==> config.mk <==
export PLATFORM = sky130hd
export DESIGN_NAME = mtrap_csr_unit
export DESIGN_NICKNAME = d
export VERILOG_FILES = /design/src/rtl/mtrap_pkg.sv /design/src/rtl/mtrap_csr_decode.sv /design/src/rtl/mtrap_csr_alu.sv /design/src/rtl/mtrap_vector.sv /design/src/rtl/mtrap_csr_unit.sv
export SDC_FILE = /design/constraint.sdc
export NUM_CORES = 1
export LEC_CHECK = 0
export BUFFER_PORTS_ARGS = -buffer_cell sky130_fd_sc_hd__buf_4
export CORE_MARGIN = 2
export CORE_UTILIZATION = 47
export DETAILED_ROUTE_END_ITERATION = 10
export MAX_ROUTING_LAYER = met4
export PLACE_DENSITY = 0.86
export SYNTH_ARGS = -nofsm -noshare
export SYNTH_HDL_FRONTEND = slang
export SYNTH_SLANG_ARGS = --single-unit
==> constraint.sdc <==
create_clock -name clk_i -period 2.35 [get_ports clk_i]
set_input_delay 0.47 -clock clk_i [delete_from_list [all_inputs] [get_ports clk_i]]
set_output_delay 0.47 -clock clk_i [all_outputs]
set_load 0.05 [all_outputs]
==> src/rtl/mtrap_pkg.sv <==
package mtrap_pkg;
  typedef enum logic [1:0] {
    CSR_NOP = 2'b00,
    CSR_RW  = 2'b01,
    CSR_RS  = 2'b10,
    CSR_RC  = 2'b11
  } csr_op_e;

  typedef enum logic [2:0] {
    SEL_NONE,
    SEL_STATUS,
    SEL_TVEC,
    SEL_SCRATCH,
    SEL_EPC,
    SEL_CAUSE
  } csr_sel_e;

  localparam logic [11:0] ADDR_STATUS  = 12'h300;
  localparam logic [11:0] ADDR_TVEC    = 12'h305;
  localparam logic [11:0] ADDR_SCRATCH = 12'h340;
  localparam logic [11:0] ADDR_EPC     = 12'h341;
  localparam logic [11:0] ADDR_CAUSE   = 12'h342;

  localparam logic [1:0] PRIV_M    = 2'b11;
  localparam logic [1:0] MODE_VEC  = 2'b01;
  localparam int         PP_LSB    = 11;
endpackage

==> src/rtl/mtrap_csr_decode.sv <==
module mtrap_csr_decode
  import mtrap_pkg::*;
(
  input  logic        valid_i,
  input  logic [11:0] addr_i,
  output csr_sel_e    sel_o,
  output logic        illegal_o
);
  always_comb begin
    unique case (addr_i)
      ADDR_STATUS:  sel_o = SEL_STATUS;
      ADDR_TVEC:    sel_o = SEL_TVEC;
      ADDR_SCRATCH: sel_o = SEL_SCRATCH;
      ADDR_EPC:     sel_o = SEL_EPC;
      ADDR_CAUSE:   sel_o = SEL_CAUSE;
      default:      sel_o = SEL_NONE;
    endcase
    illegal_o = valid_i && (sel_o == SEL_NONE);
  end
endmodule

==> src/rtl/mtrap_csr_alu.sv <==
module mtrap_csr_alu
  import mtrap_pkg::*;
#(
  parameter int XLEN = 32
) (
  input  csr_op_e         op_i,
  input  logic [XLEN-1:0] old_i,
  input  logic [XLEN-1:0] wdata_i,
  input  logic            src_zero_i,
  output logic [XLEN-1:0] new_o,
  output logic            we_o
);
  always_comb begin
    new_o = old_i;
    we_o  = 1'b0;
    unique case (op_i)
      CSR_RW: begin
        new_o = wdata_i;
        we_o  = 1'b1;
      end
      CSR_RS: begin
        new_o = old_i | wdata_i;
        we_o  = !src_zero_i;
      end
      CSR_RC: begin
        new_o = old_i & ~wdata_i;
        we_o  = !src_zero_i;
      end
      default: begin
        new_o = old_i;
        we_o  = 1'b0;
      end
    endcase
  end
endmodule

==> src/rtl/mtrap_vector.sv <==
module mtrap_vector
  import mtrap_pkg::*;
#(
  parameter int XLEN   = 32,
  parameter int CODE_W = 4
) (
  input  logic [XLEN-1:0]   tvec_i,
  input  logic              irq_i,
  input  logic [CODE_W-1:0] code_i,
  output logic [XLEN-1:0]   target_o
);
  logic [XLEN-1:0] base;
  logic [XLEN-1:0] offset;

  assign base   = {tvec_i[XLEN-1:2], 2'b00};
  assign offset = XLEN'(code_i) << 2;

  // only interrupts are spread over slots
  assign target_o = (tvec_i[1:0] == MODE_VEC && irq_i) ? base + offset : base;
endmodule

==> src/rtl/mtrap_csr_unit.sv <==
module mtrap_csr_unit
  import mtrap_pkg::*;
#(
  parameter int XLEN   = 32,
  parameter int CODE_W = 4
) (
  input  logic              clk_i,
  input  logic              rst_ni,
  input  logic              trap_i,
  input  logic              trap_irq_i,
  input  logic [CODE_W-1:0] trap_cause_i,
  input  logic [XLEN-1:0]   trap_pc_i,
  input  logic              mret_i,
  input  logic              csr_valid_i,
  input  logic [11:0]       csr_addr_i,
  input  logic [1:0]        csr_op_i,
  input  logic [XLEN-1:0]   csr_wdata_i,
  input  logic              csr_src_zero_i,
  output logic [XLEN-1:0]   csr_rdata_o,
  output logic              csr_illegal_o,
  output logic [XLEN-1:0]   trap_target_o,
  output logic [XLEN-1:0]   ret_pc_o,
  output logic [1:0]        priv_o
);
  logic [XLEN-1:0]   tvec_q;
  logic [XLEN-1:0]   scratch_q;
  logic [XLEN-3:0]   epc_q;
  logic              cause_irq_q;
  logic [CODE_W-1:0] cause_code_q;
  logic [1:0]        pp_q;
  logic [1:0]        priv_q;

  csr_sel_e        sel;
  logic            illegal;
  logic [XLEN-1:0] status_rd;
  logic [XLEN-1:0] cause_rd;
  logic [XLEN-1:0] old_val;
  logic [XLEN-1:0] new_val;
  logic            alu_we;
  logic            sw_we;

  mtrap_csr_decode u_dec (
    .valid_i  (csr_valid_i),
    .addr_i   (csr_addr_i),
    .sel_o    (sel),
    .illegal_o(illegal)
  );

  always_comb begin
    status_rd = '0;
    status_rd[PP_LSB +: 2] = pp_q;
    cause_rd = '0;
    cause_rd[XLEN-1] = cause_irq_q;
    cause_rd[CODE_W-1:0] = cause_code_q;
    unique case (sel)
      SEL_STATUS:  old_val = status_rd;
      SEL_TVEC:    old_val = tvec_q;
      SEL_SCRATCH: old_val = scratch_q;
      SEL_EPC:     old_val = {epc_q, 2'b00};
      SEL_CAUSE:   old_val = cause_rd;
      default:     old_val = '0;
    endcase
  end

  mtrap_csr_alu #(.XLEN(XLEN)) u_alu (
    .op_i      (csr_op_e'(csr_op_i)),
    .old_i     (old_val),
    .wdata_i   (csr_wdata_i),
    .src_zero_i(csr_src_zero_i),
    .new_o     (new_val),
    .we_o      (alu_we)
  );

  assign sw_we = csr_valid_i && alu_we && !illegal;

  always_ff @(posedge clk_i or negedge rst_ni) begin
    if (!rst_ni) begin
      tvec_q    <= '0;
      scratch_q <= '0;
    end else if (sw_we) begin
      if (sel == SEL_TVEC)    tvec_q    <= new_val;
      if (sel == SEL_SCRATCH) scratch_q <= new_val;
    end
  end

  // trap capture dominates software writes
  always_ff @(posedge clk_i or negedge rst_ni) begin
    if (!rst_ni) begin
      epc_q        <= '0;
      cause_irq_q  <= 1'b0;
      cause_code_q <= '0;
      pp_q         <= 2'b00;
    end else if (trap_i) begin
      epc_q        <= trap_pc_i[XLEN-1:2];
      cause_irq_q  <= trap_irq_i;
      cause_code_q <= trap_cause_i;
      pp_q         <= priv_q;
    end else if (sw_we) begin
      if (sel == SEL_EPC) epc_q <= new_val[XLEN-1:2];
      if (sel == SEL_CAUSE) begin
        cause_irq_q  <= new_val[XLEN-1];
        cause_code_q <= new_val[CODE_W-1:0];
      end
      if (sel == SEL_STATUS) pp_q <= new_val[PP_LSB +: 2];
    end
  end

  always_ff @(posedge clk_i or negedge rst_ni) begin
    if (!rst_ni)     priv_q <= PRIV_M;
    else if (trap_i) priv_q <= PRIV_M;
    else if (mret_i) priv_q <= pp_q;
  end

  mtrap_vector #(.XLEN(XLEN), .CODE_W(CODE_W)) u_vec (
    .tvec_i  (tvec_q),
    .irq_i   (trap_irq_i),
    .code_i  (trap_cause_i),
    .target_o(trap_target_o)
  );

  assign csr_rdata_o   = old_val;
  assign csr_illegal_o = illegal;
  assign ret_pc_o      = {epc_q, 2'b00};
  assign priv_o        = priv_q;
endmodule

==> reports/qor.yml, run 1 <==
clocking:
  cts_made_buffers: 9
  clkTransAtPathRegs_ns: 0.08
  htreeDepth: 3
  cts_hold_buf: 0
  cts_tree: "done"
  clock_path_buffers: 2
  cts_root_buf: "clkbuf_16"
  clock_latency_ns: 0.36
  clock-sinks: 103
sta:
  fmax_mhz: 329
  setup_viol: 64
  holdWs_ns: 0.0969
  layout_setup_ws_ns: -0.690
  clock_skew_ns: 0.00755
  worst_pin_slew_ns: 0.535
  fin_crit_ns: 3.04
  slew_headroom_pct: 64.3
  hold_violations: 0
  grt_setup_unrepaired: "yes"
  slew_viol_final: 0
  period_share_pct: 129
  fin_setup_tns_ns: -21.87
yosys:
  synth_compound_area_share_pct: 27.1
  synth_edf_count: 0
  synth_xor_xnor_area_share_pct: 4.15
  ys_seq_area_share_pct: 42.1
  synth_top_family_by_area: "compound AO/OA/AOI/OAI gates"
  synthesis.area_mm2: 0.00613
  muxShareOfSynthArea_pct: 0.347
  ys.flop_type: "dfrtp_1"
  synthAdderAreaFrac_pct: 1.14
  synthSimpleGateAreaFrac_pct: 19.0
  yosys_warnings: 0
  syn_avg_cell_area_um2: 8.55
  synth_seq_cells: 103
  synthCells: 717
  synth_cell_types: 60
  ys_async_sr_fraction_pct: 100
setup_path:
  worstPathCellList: "ha_4, inv_2, fa_2, inv_2, a21o_1, a21oi_4, nor2_4, nand4_1, xnor2_4, buf_6"
  cp.arrival_ns: 2.57
  path_buf_inv: 3
  worstPathMaxFanout: 6
  critPathCaptureType: "output port"
  max_stage_delay_ns: 0.40
  worst_path_max_delay_cell: "dfrtp_1"
  cp_common_cell: "inv_2"
  worstSetupPathType: "reg -> out"
  start_kind: "flop"
  path_delay_family: "simple AND/OR/NAND/NOR gates"
  cp_data_required_time_ns: 1.88
floorplanning:
  chipWidth_um: 118
  initial_core_util_pct: 48.4
  core_mm2: 0.0127
  rows: 41
  design.portCount: 188
  die_h_um: 118
  die-area_mm2: 0.0140
route:
  ant_nets: 0
  avgViaCountPerCell: 6.75
  via_count: 8249
  drc: 1
  drtIter0Drc: 1355
  routed_wl_um: 30300
  routedWlPerCell_um: 24.8
  drt_pass1_iterations: 11
place:
  dpl_cell_area_mm2: 0.00916
  dpl.hpwl_um: 16400
  place_inst: 1147
  portBuffers: 181
  post-place-ws_ns: -0.484
  place.gp.congestion: 0.959
run_status:
  outcome: "finished with violations"
  violations: "design-rule violations, negative setup slack"
layout:
  fillCellCount: 579
  final_area_mm2: 0.0108
  fin_nets: 1139
  utilization_pct: 85.5
  syn2layout_area_growth_pct: 76.9
  antenna_cells: 0
  final_cells: 1222
  drive_above_1_share_pct: 50.5
global_route:
  grt_pass1_wl_um: 41600
  grt_max_degree: 44
  antenna_found_initial: 0
  gr-total-overflow: 0
  grt_pass1_vias: 7679
  grtUsageTotal_pct: 38.7
power:
  ir_worst_vdd_mv: 0.479
  total_power_mw: 4.36
  leakage_nw: 5.06
  power_density_mw_per_mm2: 403
worst_hold_path:
  hp-class: "in -> async"
run:
  maxCapViolations: 0
[repair_timing]
action                     CTS  global route
cloned                       1             1
pin swaps                   51            58
setup endpoints to repair   60            69
setup buffers               40            32
resized for setup          144            73
[registers in the layout, indices dropped and copies added (netlist names)]
signal and flops:
epc_q 30, tvec_q 32, scratch_q 32, cause_code_q 4
priv_o 2, cause_irq_q 1, pp_q 2
[layout by cell type (no fill, tap or decap), drive strengths merged, types with 5 or more instances in the layout]
master	n
a21boi	6
a21oi	17
a222oi	9
a22oi	66
a31oi	6
and4	6
buf	367
clkbuf	11
dfrtp	101
inv	28
nand2	129
nand2b	11
nand3	10
nand3b	5
nand4	10
nor2	22
nor2b	7
nor3	9
nor3b	7
nor4	5
o21ai	129
xnor2	19
xor2	10
[final timing paths]
path,from,depth (start not counted),end,slack (ns)
worst max register to register,pp_q[1]$_DFFE_PN0P_,7,epc_q[10]$_DFFE_PN0P_,0.28
max in group asynchronous,rst_ni,2,priv_o[0]$_DFFE_PN1P_,1.61
worst min-delay path,rst_ni,1,epc_q[9]$_DFFE_PN0P_,0.1
worst min register to register,scratch_q[26]$_DFFE_PN0P_,2,scratch_q[26]$_DFFE_PN0P_,0.49
worst max-delay path,tvec_q[2]$_DFFE_PN0P_,10,trap_target_o[28],-0.69
min in group clk_i,trap_pc_i[25],3,epc_q[23]$_DFFE_PN0P_,0.36
[power breakdown]
part	switching (mW)	internal [mW]	leakage, nW
sequential	0.0577	1.83	1.36
combinational	0.569	0.337	3.55
clock	0.731	0.836	0.143
[cell families (layout without fill, tap and decap cells)]
group	after synthesis	after routing
other cells	1	4
mux	2	2
compound gates	261	261
buf+inv	80	410
simple gates	236	236
xor+xnor	29	29
flops	103	103
fa+ha+maj	5	5
[layer usage]
layer / vias up / wire, um / track usage, %
li1: 3257 / - / -
met1: 3873 / 10100 / 45.7
met2: 825 / 14200 / 62.9
met3: 294 / 3520 / 6.90
met4: 0 / 2520 / 20.9
met5: - / 0 / -
[cell type report]
| cell class | instances | area [um2] | share of cell area, % |
|---|---|---|---|
| multi-input combinational | 537 | 4250 | 39.2 |
| timing repair buffer | 368 | 3400 | 31.4 |
| sequential | 103 | 2580 | 23.8 |
| clock buffer | 10 | 229 | 2.11 |
| tap | 172 | 215 | 1.99 |
| inverter | 26 | 97.6 | 0.900 |
| clock inverter | 6 | 68.8 | 0.635 |
[synth_stat cells, drive strengths merged (4+ instances only)]
cell type,count,share of area (%)
a211oi,4,0.65
a21boi,6,0.74
a21oi,17,1.4
a222oi,9,1.5
a22oi,66,8.1
a31oi,6,0.61
a32oi,4,0.57
and3,4,0.41
and4,6,0.86
buf,24,2.6
clkbuf,30,1.9
dfrtp,101,41
ha,4,0.82
inv,26,1.6
nand2,129,8.0
nand2b,11,1.1
nand3,10,0.82
nand3b,5,0.61
nand4,10,1.0
nor2,22,1.4
nor2b,7,0.71
nor3,9,1.0
nor3b,7,0.86
nor4,5,0.51
o211ai,4,0.49
o21ai,129,11
o221ai,4,0.78
xnor2,19,2.7
xor2,10,1.4
No activity file was read; power rests on OpenSTA's default activity.
==> run 2, diff against run 1 <==
--- a/config.mk
+++ b/config.mk
@@ -8,6 +8,7 @@
 export BUFFER_PORTS_ARGS = -buffer_cell sky130_fd_sc_hd__buf_4
 export CORE_MARGIN = 2
 export CORE_UTILIZATION = 47
+export CTS_BUF_LIST = sky130_fd_sc_hd__clkbuf_16
 export DETAILED_ROUTE_END_ITERATION = 10
 export MAX_ROUTING_LAYER = met4
 export PLACE_DENSITY = 0.86
==> reports/qor.yml, run 2 (synthesis results as in run 1) <==
clocking:
  cts_root_buf: "clkbuf_16"
  clock-sinks: 103
  clock_latency_ns: 0.35
  clkTransAtPathRegs_ns: 0.08
  clock_path_buffers: 2
  cts_made_buffers: 9
  cts_tree: "done"
  htreeDepth: 3
layout:
  syn2layout_area_growth_pct: 76.9
  antenna_cells: 0
  utilization_pct: 85.5
  fin_nets: 1139
  top_regs: "scratch_q: 32 flops, tvec_q: 32 flops, epc_q: 30 flops"
  final_common_cell: "buf_4"
  drive_above_1_share_pct: 50.5
  layout_common_cells: "262 x buf_4, 104 x nand2_1, 101 x dfrtp_1"
setup_path:
  r2r-start: "pp_q[1]$_DFFE_PN0P_"
  worstPathMaxFanout: 6
  critPathCaptureType: "output port"
  start_kind: "flop"
  cp_data_required_time_ns: 1.88
  crit_start: "tvec_q[2]$_DFFE_PN0P_"
  cp.arrival_ns: 2.57
  worstSetupPathType: "reg -> out"
route:
  drtIter0Drc: 1356
  via_count: 8228
  drc: 0
  avgViaCountPerCell: 6.73
  routedWlPerCell_um: 24.7
  drt_pass1_iterations: 6
  ant_nets: 0
  routed_wl_um: 30200
floorplanning:
  die_h_um: 118
  die-area_mm2: 0.0140
  core_mm2: 0.0127
  chipWidth_um: 118
  rows: 41
  design.portCount: 188
  initial_core_util_pct: 48.4
power:
  power_density_mw_per_mm2: 402
  leakage_nw: 5.06
  ir_worst_vdd_mv: 0.480
  total_power_mw: 4.36
run_status:
  outcome: "finished with violations"
  violations: "negative setup slack"
sta:
  grt_setup_unrepaired: "yes"
  layout_setup_ws_ns: -0.688
  fin_crit_ns: 3.04
  hold_violations: 0
  period_share_pct: 129
  worst_pin_slew_ns: 0.546
  fmax_mhz: 329
  clock_skew_ns: 0.00696
  slew_viol_final: 0
  setup_viol: 62
  holdWs_ns: 0.0994
  slew_headroom_pct: 63.6
  fin_setup_tns_ns: -21.83
worst_hold_path:
  hp-class: "in -> async"
run:
  maxCapViolations: 0
place:
  dpl.hpwl_um: 16400
  place.gp.congestion: 0.959
  portBuffers: 181
  post-place-ws_ns: -0.484
global_route:
  antenna_found_initial: 0
  grt_pass1_vias: 7679
  grtUsageTotal_pct: 38.7
  grt_pass1_wl_um: 41600
  grt_max_degree: 44
  gr-total-overflow: 0
[run 2: final timing paths]
check / to / slack [ns] / cells past startpoint
worst min-delay path: epc_q[9]$_DFFE_PN0P_ / 0.1 / 1
worst min register to register: scratch_q[27]$_DFFE_PN0P_ / 0.49 / 2
max in group asynchronous: priv_o[0]$_DFFE_PN1P_ / 1.60 / 2
min in group clk_i: priv_o[1]$_DFFE_PN1P_ / 0.36 / 2
worst max-delay path: trap_target_o[28] / -0.69 / 10
worst max register to register: scratch_q[12]$_DFFE_PN0P_ / 0.27 / 7
[run 2: through the flow]
| stage | cell area, um2 | instances |
|---|---|---|
| 2_1_floorplan | 6730 | 720 |
| 3_3_place_gp | 9160 | 1147 |
| 3_5_place_dp | 9160 | 1147 |
| 4_1_cts | 10400 | 1202 |
| 5_1_grt | 10800 | 1222 |
| 6_report | 10800 | 1222 |
[run 2: where the power goes]
| group | internal, mW | switching [mW] | total (mW) |
|---|---|---|---|
| registers | 1.83 | 0.0568 | 1.89 |
| logic | 0.337 | 0.569 | 0.905 |
| clock network | 0.832 | 0.729 | 1.56 |
| total | 3.00 | 1.35 | 4.36 |
[run 2: cell type report]
| class | instances | area, um2 |
|---|---|---|
| Clock inverter | 7 | 72.6 |
| Clock buffer | 9 | 225 |
| Fill cell | 579 | 1830 |
| Multi-Input combinational cell | 537 | 4250 |
| Sequential cell | 103 | 2580 |
| Tap cell | 172 | 215 |
| Inverter | 26 | 97.6 |
| Timing Repair Buffer | 368 | 3400 |
[run 2: timing repair]
action | in CTS | in global routing
hold buffers | 0 | 0
gates cloned | 1 | 1
setup buffers | 40 | 32
endpoints found under the setup margin | 60 | 69
gates resized for setup | 144 | 73
pin swaps | 51 | 58
[run 2: metal layers]
layer	share of wire, %	global-route usage [%]	wire length [um]	vias to the layer above
met4	8.7	20.9	2620	0
met1	34	45.7	10100	3867
met5	0	-	0	-
met2	46	62.9	14000	800
li1	-	-	-	3262
met3	11	6.90	3430	299
[run 2: worst max-delay path, stage by stage, from the launching register on]
cell	delay, ns
dfrtp_1	0.40
ha_4	0.15
inv_2	0.03
fa_2	0.34
inv_2	0.06
a21o_1	0.16
a21oi_4	0.13
nor2_4	0.22
nand4_1	0.28
xnor2_4	0.25
buf_6	0.18
